## src/rtl/spi_tgt_pkg.sv

```systemverilog
package spi_tgt_pkg;

    // Depth of each input synchronizer chain
    localparam int SYNC_DEPTH = 2;

    typedef struct packed {
        logic cpol;
        logic cpha;
    } spi_mode_t;

    // Per-cycle events seen in the system clock domain
    typedef struct packed {
        logic sel;      // target currently selected
        logic cs_fall;  // selection begins this cycle
        logic cs_rise;  // selection ends this cycle
        logic sample;   // capture MOSI this cycle
        logic shift;    // advance MISO this cycle
    } spi_evt_t;

    function automatic logic lead_edge(spi_mode_t m, logic rise, logic fall);
        return m.cpol ? fall : rise;
    endfunction

    function automatic logic trail_edge(spi_mode_t m, logic rise, logic fall);
        return m.cpol ? rise : fall;
    endfunction

endpackage

```

## src/rtl/spi_tgt_sync.sv

```systemverilog
module spi_tgt_sync #(
    parameter int N = 3,
    parameter int STAGES = 2,
    parameter logic [N-1:0] RST_VAL = '0
) (
    input  logic         clk,
    input  logic         rst,
    input  logic [N-1:0] d_in,
    output logic [N-1:0] d_out
);
    logic [STAGES-1:0][N-1:0] stg;

    always_ff @(posedge clk) begin
        if (rst) begin
            for (int i = 0; i < STAGES; i++) stg[i] <= RST_VAL;
        end else begin
            stg[0] <= d_in;
            for (int i = 1; i < STAGES; i++) stg[i] <= stg[i-1];
        end
    end

    assign d_out = stg[STAGES-1];
endmodule

```

## src/rtl/spi_tgt_edge.sv

```systemverilog
module spi_tgt_edge
    import spi_tgt_pkg::*;
(
    input  logic      clk,
    input  logic      rst,
    input  spi_mode_t mode,
    input  logic      scs_s,
    input  logic      sclk_s,
    output spi_evt_t  evt
);
    logic sclk_d;
    logic scs_d;
    logic rise;
    logic fall;

    always_ff @(posedge clk) begin
        if (rst) begin
            sclk_d <= 1'b0;
            scs_d  <= 1'b1;
        end else begin
            sclk_d <= sclk_s;
            scs_d  <= scs_s;
        end
    end

    assign rise = sclk_s & ~sclk_d;
    assign fall = ~sclk_s & sclk_d;

    always_comb begin
        evt.sel     = ~scs_s;
        evt.cs_fall = scs_d & ~scs_s;
        evt.cs_rise = scs_s & ~scs_d;
        if (mode.cpha) begin
            evt.sample = ~scs_s & trail_edge(mode, rise, fall);
            evt.shift  = ~scs_s & lead_edge(mode, rise, fall);
        end else begin
            evt.sample = ~scs_s & lead_edge(mode, rise, fall);
            evt.shift  = ~scs_s & trail_edge(mode, rise, fall);
        end
    end
endmodule

```

## src/rtl/spi_tgt_tmo.sv

```systemverilog
module spi_tgt_tmo #(
    parameter int TMO_CYC = 32
) (
    input  logic clk,
    input  logic rst,
    input  logic sel,
    input  logic sclk_s,
    output logic tmo_hit
);
    localparam int TW = $clog2(TMO_CYC + 1);

    logic [TW-1:0] low_cnt;

    always_ff @(posedge clk) begin
        if (rst) begin
            low_cnt <= '0;
        end else if (!sel || sclk_s) begin
            low_cnt <= '0;
        end else if (low_cnt != TW'(TMO_CYC)) begin
            low_cnt <= low_cnt + 1'b1;
        end
    end

    // Fires once, on the TMO_CYC-th consecutive low cycle
    assign tmo_hit = sel && !sclk_s && (low_cnt == TW'(TMO_CYC - 1));
endmodule

```

## src/rtl/spi_tgt_shift.sv

```systemverilog
module spi_tgt_shift
    import spi_tgt_pkg::*;
#(
    parameter int WORD_W = 8
) (
    input  logic              clk,
    input  logic              rst,
    input  logic              cpha,
    input  spi_evt_t          evt,
    input  logic              mosi_s,
    input  logic              tmo_hit,
    input  logic [WORD_W-1:0] tx_data,
    output logic              miso,
    output logic              miso_oe,
    output logic [WORD_W-1:0] rx_data,
    output logic              rx_valid,
    output logic              rx_err
);
    localparam int CW = (WORD_W > 1) ? $clog2(WORD_W) : 1;

    logic [WORD_W-1:0] tx_sr;
    logic [WORD_W-1:0] rx_sr;
    logic [CW-1:0]     bit_cnt;
    logic              hold_first;
    logic              aborted;
    logic              oe_q;
    logic [WORD_W-1:0] rx_next;

    assign rx_next = {rx_sr[WORD_W-2:0], mosi_s};

    always_ff @(posedge clk) begin
        if (rst) begin
            tx_sr      <= '0;
            rx_sr      <= '0;
            rx_data    <= '0;
            bit_cnt    <= '0;
            hold_first <= 1'b0;
            aborted    <= 1'b0;
            oe_q       <= 1'b0;
            rx_valid   <= 1'b0;
            rx_err     <= 1'b0;
        end else begin
            rx_valid <= 1'b0;
            rx_err   <= 1'b0;
            oe_q     <= evt.sel;
            if (!evt.sel) begin
                if (evt.cs_rise && bit_cnt != '0 && !aborted) rx_err <= 1'b1;
                bit_cnt <= '0;
                aborted <= 1'b0;
            end else if (evt.cs_fall) begin
                tx_sr      <= tx_data;
                hold_first <= cpha;
                bit_cnt    <= '0;
                aborted    <= 1'b0;
            end else if (!aborted) begin
                if (tmo_hit && bit_cnt != '0) begin
                    aborted <= 1'b1;
                    rx_err  <= 1'b1;
                    bit_cnt <= '0;
                end else begin
                    if (evt.shift) begin
                        if (hold_first) hold_first <= 1'b0;
                        else            tx_sr <= {tx_sr[WORD_W-2:0], 1'b0};
                    end
                    if (evt.sample) begin
                        rx_sr <= rx_next;
                        if (bit_cnt == CW'(WORD_W - 1)) begin
                            rx_data  <= rx_next;
                            rx_valid <= 1'b1;
                            bit_cnt  <= '0;
                        end else begin
                            bit_cnt <= bit_cnt + 1'b1;
                        end
                    end
                end
            end
        end
    end

    assign miso_oe = oe_q;
    assign miso    = oe_q & tx_sr[WORD_W-1];
endmodule

```

## src/rtl/spi_target_port.sv

```systemverilog
module spi_target_port
    import spi_tgt_pkg::*;
#(
    parameter int WORD_W  = 8,
    parameter int TMO_CYC = 32
) (
    input  logic              clk,
    input  logic              rst,
    input  logic              cpol,
    input  logic              cpha,
    input  logic              scs_n,
    input  logic              sclk,
    input  logic              mosi,
    input  logic [WORD_W-1:0] tx_data,
    output logic              miso,
    output logic              miso_oe,
    output logic [WORD_W-1:0] rx_data,
    output logic              rx_valid,
    output logic              rx_err
);
    logic [2:0] pins_s;
    spi_mode_t  mode;
    spi_evt_t   evt;
    logic       tmo_hit;

    assign mode = '{cpol: cpol, cpha: cpha};

    spi_tgt_sync #(
        .N(3), .STAGES(SYNC_DEPTH), .RST_VAL(3'b100)
    ) u_sync (
        .clk(clk), .rst(rst),
        .d_in({scs_n, sclk, mosi}),
        .d_out(pins_s)
    );

    spi_tgt_edge u_edge (
        .clk(clk), .rst(rst), .mode(mode),
        .scs_s(pins_s[2]), .sclk_s(pins_s[1]),
        .evt(evt)
    );

    spi_tgt_tmo #(.TMO_CYC(TMO_CYC)) u_tmo (
        .clk(clk), .rst(rst),
        .sel(evt.sel), .sclk_s(pins_s[1]),
        .tmo_hit(tmo_hit)
    );

    spi_tgt_shift #(.WORD_W(WORD_W)) u_shift (
        .clk(clk), .rst(rst), .cpha(cpha), .evt(evt),
        .mosi_s(pins_s[0]), .tmo_hit(tmo_hit), .tx_data(tx_data),
        .miso(miso), .miso_oe(miso_oe),
        .rx_data(rx_data), .rx_valid(rx_valid), .rx_err(rx_err)
    );
endmodule

```

## config.mk

```make
export PLATFORM = sky130hd
export DESIGN_NAME = spi_target_port
export DESIGN_NICKNAME = d
export VERILOG_FILES = /design/src/rtl/spi_tgt_pkg.sv /design/src/rtl/spi_tgt_sync.sv /design/src/rtl/spi_tgt_edge.sv /design/src/rtl/spi_tgt_tmo.sv /design/src/rtl/spi_tgt_shift.sv /design/src/rtl/spi_target_port.sv
export SDC_FILE = /design/constraint.sdc
export NUM_CORES = 1
export LEC_CHECK = 0
export ABC_AREA = 1
export CORE_MARGIN = 1
export CORE_UTILIZATION = 45
export CTS_CLUSTER_SIZE = 14
export DETAILED_ROUTE_END_ITERATION = 10
export PLACE_DENSITY_LB_ADDON = 0.05
export SYNTH_ARGS = -nofsm -noshare
export SYNTH_HDL_FRONTEND = slang
export SYNTH_SLANG_ARGS = --single-unit
```

## constraint.sdc

```tcl
create_clock -name clk -period 3.2 [get_ports clk]
set_input_delay 0.64 -clock clk [delete_from_list [all_inputs] [get_ports clk]]
set_output_delay 0.64 -clock clk [all_outputs]
set_load 0.05 [all_outputs]
```

# [Word-level counts from Yosys, hierarchy flattened]
# Cells that the tools add are included.
[totals] register_bits=45 latchBits=0 mem_bits_rw=0 mem_bits_ro=0 inputBits=15 out_inout_bits=12 word_cells=78 mem_count=0
[classes] n_addsub=2 n_mul=0 n_div=0 n_lt_le_gt_ge=0 n_eq_ne=6 shifts=0 n_mux=22 n_bitwise=15 reduce_logical=19
[ops] cell="$mux W8" n=5
[ops] cell="$mux W1" n=13
[ops] cell="$reduce_and A5 Y1" n=2
[ops] cell="$mux W3" n=3
[ops] cell="$not A1 Y1" n=8
[ops] cell="$and A1 B1 Y1" n=7
[ops] cell="$add A6 B1 Y6 const B" n=1
[ops] cell="$eq A6 B5 Y1 const B" n=1
[ops] cell="$ne A2 B2 Y1 const B" n=3
[ops] cell="$ne A6 B6 Y1 const B" n=1
[ops] cell="$reduce_and A6 Y1" n=1
[ops] cell="$reduce_or A6 Y1" n=1
[ops] cell="$logic_and A1 B1 Y1" n=5
[ops] cell="$reduce_and A4 Y1" n=1
[ops] cell="$reduce_bool A2 Y1" n=2
[ops] cell="$add A3 B1 Y3 const B" n=1
[ops] cell="$eq A3 B3 Y1 const B" n=1
[ops] cell="$reduce_bool A3 Y1" n=1
[ops] cell="$reduce_or A3 Y1" n=1
[ops] cell="$logic_not A1 Y1" n=2
[ops] cell="$mux W2" n=1
[ops] cell="$reduce_and A2 Y1" n=1
[ops] cell="$reduce_or A2 Y1" n=1
[ops] cell="$logic_or A1 B1 Y1" n=1

# [Depth between registers and ports, before layout]
[depth] ltp_word=9 mapped_depth=11

# [Hierarchy]
# Synthesis repeated with hierarchy kept, for this count alone.
[hier_totals] hier_cells=285 hier_area_um2=2080.7
[modules_own_cells] module="spi_tgt_shift" instances=1 cells_per_inst=192 area_each_um2=1402.6
[modules_own_cells] module="spi_tgt_tmo" instances=1 cells_per_inst=47 area_each_um2=349.1
[modules_own_cells] module="spi_tgt_sync" instances=1 cells_per_inst=22 area_each_um2=191.4
[modules_own_cells] module="spi_tgt_edge" instances=1 cells_per_inst=24 area_each_um2=137.6

# [Least setup slack after synthesis]
# No wires, ideal clock.
[synth_timing] kind="register to output" from="reg u_shift.oe_q, in the netlist u_shift.miso_oe" to="out miso" t_arrival_ns=1.029 path_slack_ns=1.531 stages_incl_launch_ff=3 path_buffers=0 path_cell_list="dfxtp_1 nand2_1 inv_1"
[synth_between] elab_chain_len=1
[synth_rtl] item="from (decl)" line_no="spi_tgt_shift.sv:26" source="logic oe_q;"
[synth_rtl] item="from (signal assigned)" line_no="spi_tgt_shift.sv:45" source="oe_q <= evt.sel;"
[synth_rtl] item="$and A1 B1 Y1" line_no="spi_tgt_shift.sv:81" source="assign miso = oe_q & tx_sr[WORD_W-1];"
[synth_rtl] item="to (decl)" line_no="spi_target_port.sv:15" source="output logic miso,"
# No other way between the ends.

# [Final worst setup path]
[layout_timing] from="reg u_shift.tx_sr[7]" to="out miso"
[layout_between] elab_chain_len=1
[layout_rtl] item="from (decl)" line_no="spi_tgt_shift.sv:21" source="logic [WORD_W-1:0] tx_sr;"
[layout_rtl] item="from (signal assigned)" line_no="spi_tgt_shift.sv:51" source="tx_sr <= tx_data;"
[layout_rtl] item="from (signal assigned)" line_no="spi_tgt_shift.sv:63" source="else tx_sr <= {tx_sr[WORD_W-2:0], 1'b0};"
[layout_rtl] item="$and A1 B1 Y1" line_no="spi_tgt_shift.sv:81"
# No other way between the ends.

==> Flow_metrics.wiki <==
{| class="wikitable"
! Metric !! Value
|-
| Critical Path Fanout Max || 2
|-
| Crit Path Class || reg2out
|-
| Area used by multi-input combinational logic || around 900 um^2
|-
| Switching power as a share of total power || a little over a fifth
|-
| Final core occ || between 50% and 60%
|-
| Cell at the slowest stage of the critical path || sky130_fd_sc_hd__clkdlybuf4s50_1
|-
| Layout Skew || between 0.005 and 0.006 ns
|-
| Global route total overflow || 0
|-
| Fraction of synthesis flops using an asynchronous set or reset pin || 0%
|-
| Total count of hold-check failures in the final report || 0
|-
| Max-cap check violation count || 0
|-
| Bufs and invs on worst path || 2
|-
| Slew HR || 66.41%
|-
| Number of antenna violations at the first check in global routing || 0
|-
| Vert. Die Dim || 68.97 um
|-
| Total I/O pin count || 27
|-
| Post-synth EDFFs || 0
|-
| Storage cell area || 900.9 um^2
|-
| Mean post-synth cell area || about 7.6 um^2
|-
| Stages on worst setup path || 3
|-
| Endpoint class of the critical path || primary output
|-
| Wire length reported by the detailed router || roughly 3700 um
|-
| Run status || finished clean
|-
| Cell types with the largest area share after synthesis || sky130_fd_sc_hd__dfxtp_1 (45%), sky130_fd_sc_hd__nand2_1 (12%), sky130_fd_sc_hd__inv_1 (6.5%)
|-
| Setup TNS Final || 0 ns
|-
| Number of synthesized register bits || 45
|-
| Source of the worst register-to-register timing path || u_tmo.low_cnt[0]
|-
| Netlist cell types || 26
|-
| Relative area change from synthesis to final layout || 18.41%
|-
| Starting DRT DRC Count || 93
|-
| Launch instance of the worst min-delay path || u_sync.stg[1]
|-
| Ant diodes || 0
|-
| Int Power || roughly 0.83 mW
|-
| Max Slew Vio Count || 0
|-
| Power share of the combinational group || 7.1%
|-
| Die W || around 70 um
|-
| Placeable core region || 4144 um^2
|-
| Most frequent cell after synthesis || sky130_fd_sc_hd__nand2_1
|-
| Vias in the first global route || 1387
|-
| Overall die area || around 4800 um^2
|-
| Filler Cells Inserted || 399
|-
| Clock Tree Buf Depth || 2
|-
| Gpl congestion || about 0.78
|-
| DRC violations left || 0
|-
| Top cells by instance count after synthesis || sky130_fd_sc_hd__nand2_1 (65), sky130_fd_sc_hd__dfxtp_1 (45), sky130_fd_sc_hd__inv_1 (35)
|-
| Register area share after synthesis || between 40% and 50%
|-
| Worst hold-check slack || 0.4092 ns
|-
| Final count of negative-setup-slack endpoints || 0
|-
| Length in cells of the worst reg-to-reg path || 8
|-
| Number of hold-repair buffers added at the cts stage || 0
|-
| Highest ir drop seen on vdd || a little under 0.3 mV
|-
| Top-area cell type share of the netlist area || between 40 and 50%
|-
| NetSw || 0.2308 mW
|-
| Global-route total usage across every layer || around 18%
|-
| Source-to-sink clock delay at the later pin of the worst-skew pair || approximately 0.3 ns
|-
| Clock slew at the register clock pins of the worst setup and hold paths || roughly 0.08 ns
|-
| CTS tree || done
|-
| Placement Rows || 23
|-
| Post-cts sizing count || 0
|-
| Number of detailed-route iterations in the first pass || 4
|-
| Setup repair after global routing missed its margin || false
|-
| Post-Syn Area || just over 2000 um^2
|-
| Drt wl/cell || 10.75 um
|-
| # clock sinks || 45
|-
| Maximum number of pins on one net before global-route repair || 18
|-
| Post-place setup slack || roughly 0.96 ns
|-
| Synthesized netlist cell count || roughly 260
|-
| Cell Chain, Critical Path || nand2_1 -> inv_1 -> clkdlybuf4s50_1
|-
| Leading area contributor after synthesis || sky130_fd_sc_hd__dfxtp_1
|-
| Number of port buffers || 26
|-
| Total leakage power || just over 1 nW
|-
| Wire length of the first global-routing pass || about 6000 um
|-
| Time the final worst path needs with I/O delays and setup || around 2.1 ns
|-
| Final setup slack of the worst path || 1.054 ns
|-
| Ys Warns || 0
|-
| Critical Path RT || ~2.6 ns
|-
| Max stage delay on crit path || between 0.7 and 0.8 ns
|-
| Cell area after placement || 2286 um^2
|-
| Vias after detailed routing || approximately 1600
|-
| Worst path top cell family by delay || buffers and inverters
|-
| Initial standard-cell utilization of the core || 48.70%
|-
| Final cycle utilization of the critical path || roughly two thirds
|-
| Peak clock frequency supported by timing || roughly 470 MHz
|-
| Total setup buffers inserted after CTS || 0
|-
| Launch point of the worst path || u_shift.tx_sr[7]
|-
| Clock Power Share || approximately 39%
|-
| Flop pwr share || between 50% and 60%
|-
| Syn nets || approximately 280
|-
| Critical path data arrival time || between 1.5 and 2 ns
|-
| Worst hold path class || reg2reg
|-
| Drt via density || roughly 4.8
|-
| Root Buffer Master || sky130_fd_sc_hd__clkbuf_8
|-
| Worst setup SP type || flop
|-
| Flip-flop cell with the highest count after synthesis || sky130_fd_sc_hd__dfxtp_1
|-
| Clock H-tree levels || 2
|-
| Number of nets in the layout || between 300 and 400
|-
| Least-Margin Pin Slew || roughly 0.5 ns
|-
| Share of layout cells above drive strength 1 || 8.966%
|-
| Hold-critical path depth || 2
|-
| Post-detailed-placement half-perimeter wirelength || 2609 um
|-
| Power per standard cell area || ~440 nW/um^2
|-
| Residual antenna-violating net count after detailed routing || 0
|-
| Number of clock buffers inserted by TritonCTS || 5
|-
| Final instance area || approximately 2400 um^2
|}
-- power groups by stage --
stage	registers (mW)	clock network (mW)	logic [mW]
detailed placement	0.590	0	0.0755
global route	0.578	0.444	0.0858
floorplan	0.590	0	0.0492
global placement	0.590	0	0.0752
CTS	0.577	0.422	0.0760
finish	0.576	0.410	0.0750
-- placed cells by master (no fill, tap or decap), drive strengths merged --
cell,instances
bufinv,1
dfxtp,45
a21oi,16
buf,1
ha,5
nor3,1
nand4,15
or2,2
nor2,35
clkdlybuf4s50,26
inv,37
clkinv,1
clkbuf,5
o21ai,9
nand3,20
nand2,68
o2111ai,1
xor2,1
xnor2,1
-- path summary, 6_finish.rpt --
path	end	slack, ns
max	miso	1.05
min	u_sync.d_out[1]	0.41
max reg2reg	u_shift.rx_data[5]	1.48
min reg2reg	u_sync.d_out[1]	0.41
-- per-layer routing --
| layer | track usage [%] | share of wire, % | wire length [um] |
|---|---|---|---|
| met1 | 22.43 | 50 | 1816 |
| met2 | 27.06 | 44 | 1626 |
| met3 | 4.276 | 3.8 | 138 |
| met4 | 9.949 | 2.0 | 74 |
| met5 | 0 | 0 | 0 |
-- cell type report --
class / instances / share of cell area, %
sequential: 45 / 37.70
multi-input combinational: 174 / 38.32
clock inverter: 2 / 1.466
timing repair buffer: 27 / 11.20
tap: 50 / 2.618
inverter: 37 / 5.812
clock buffer: 5 / 2.880
-- state kept, by name, indices dropped and copies added (netlist names) --
signal	count
u_shift.rx_valid	1
u_shift.bit_cnt	3
u_shift.miso_oe	1
u_sync.stg	3
u_shift.rx_err	1
u_tmo.low_cnt	6
u_edge.sclk_d	1
u_shift.hold_first	1
u_shift.aborted	1
u_shift.rx_data	8
u_edge.scs_d	1
u_shift.tx_sr	8
u_sync.d_out	3
u_shift.rx_sr	7
-- through the flow --
stage	std cells	power (mW)
floorplan	264	0.6391
finish	340	1.061
global route	340	1.108
global placement	333	0.6647
CTS	340	1.075
detailed placement	333	0.6653
-- cell families after synthesis --
family          count (synthesis)  share of synthesized area [%]
xor+xnor                        2                         0.8681
simple gates                  141                          34.59
buf+inv                        45                          9.982
compound gates                 26                          6.819
flops                          45                          44.64
fa+ha+maj                       5                          3.100
-- tightest hold or removal path: cells and delay by family, from the launching register on --
| family | cells | cell delay [ns] |
|---|---|---|
| buffers and inverters | 1 | 0.04 |
| flip-flops | 1 | 0.30 |
| AND/OR/NAND/NOR | 1 | 0.03 |
Note: power is estimated with default switching activity, not from simulation.
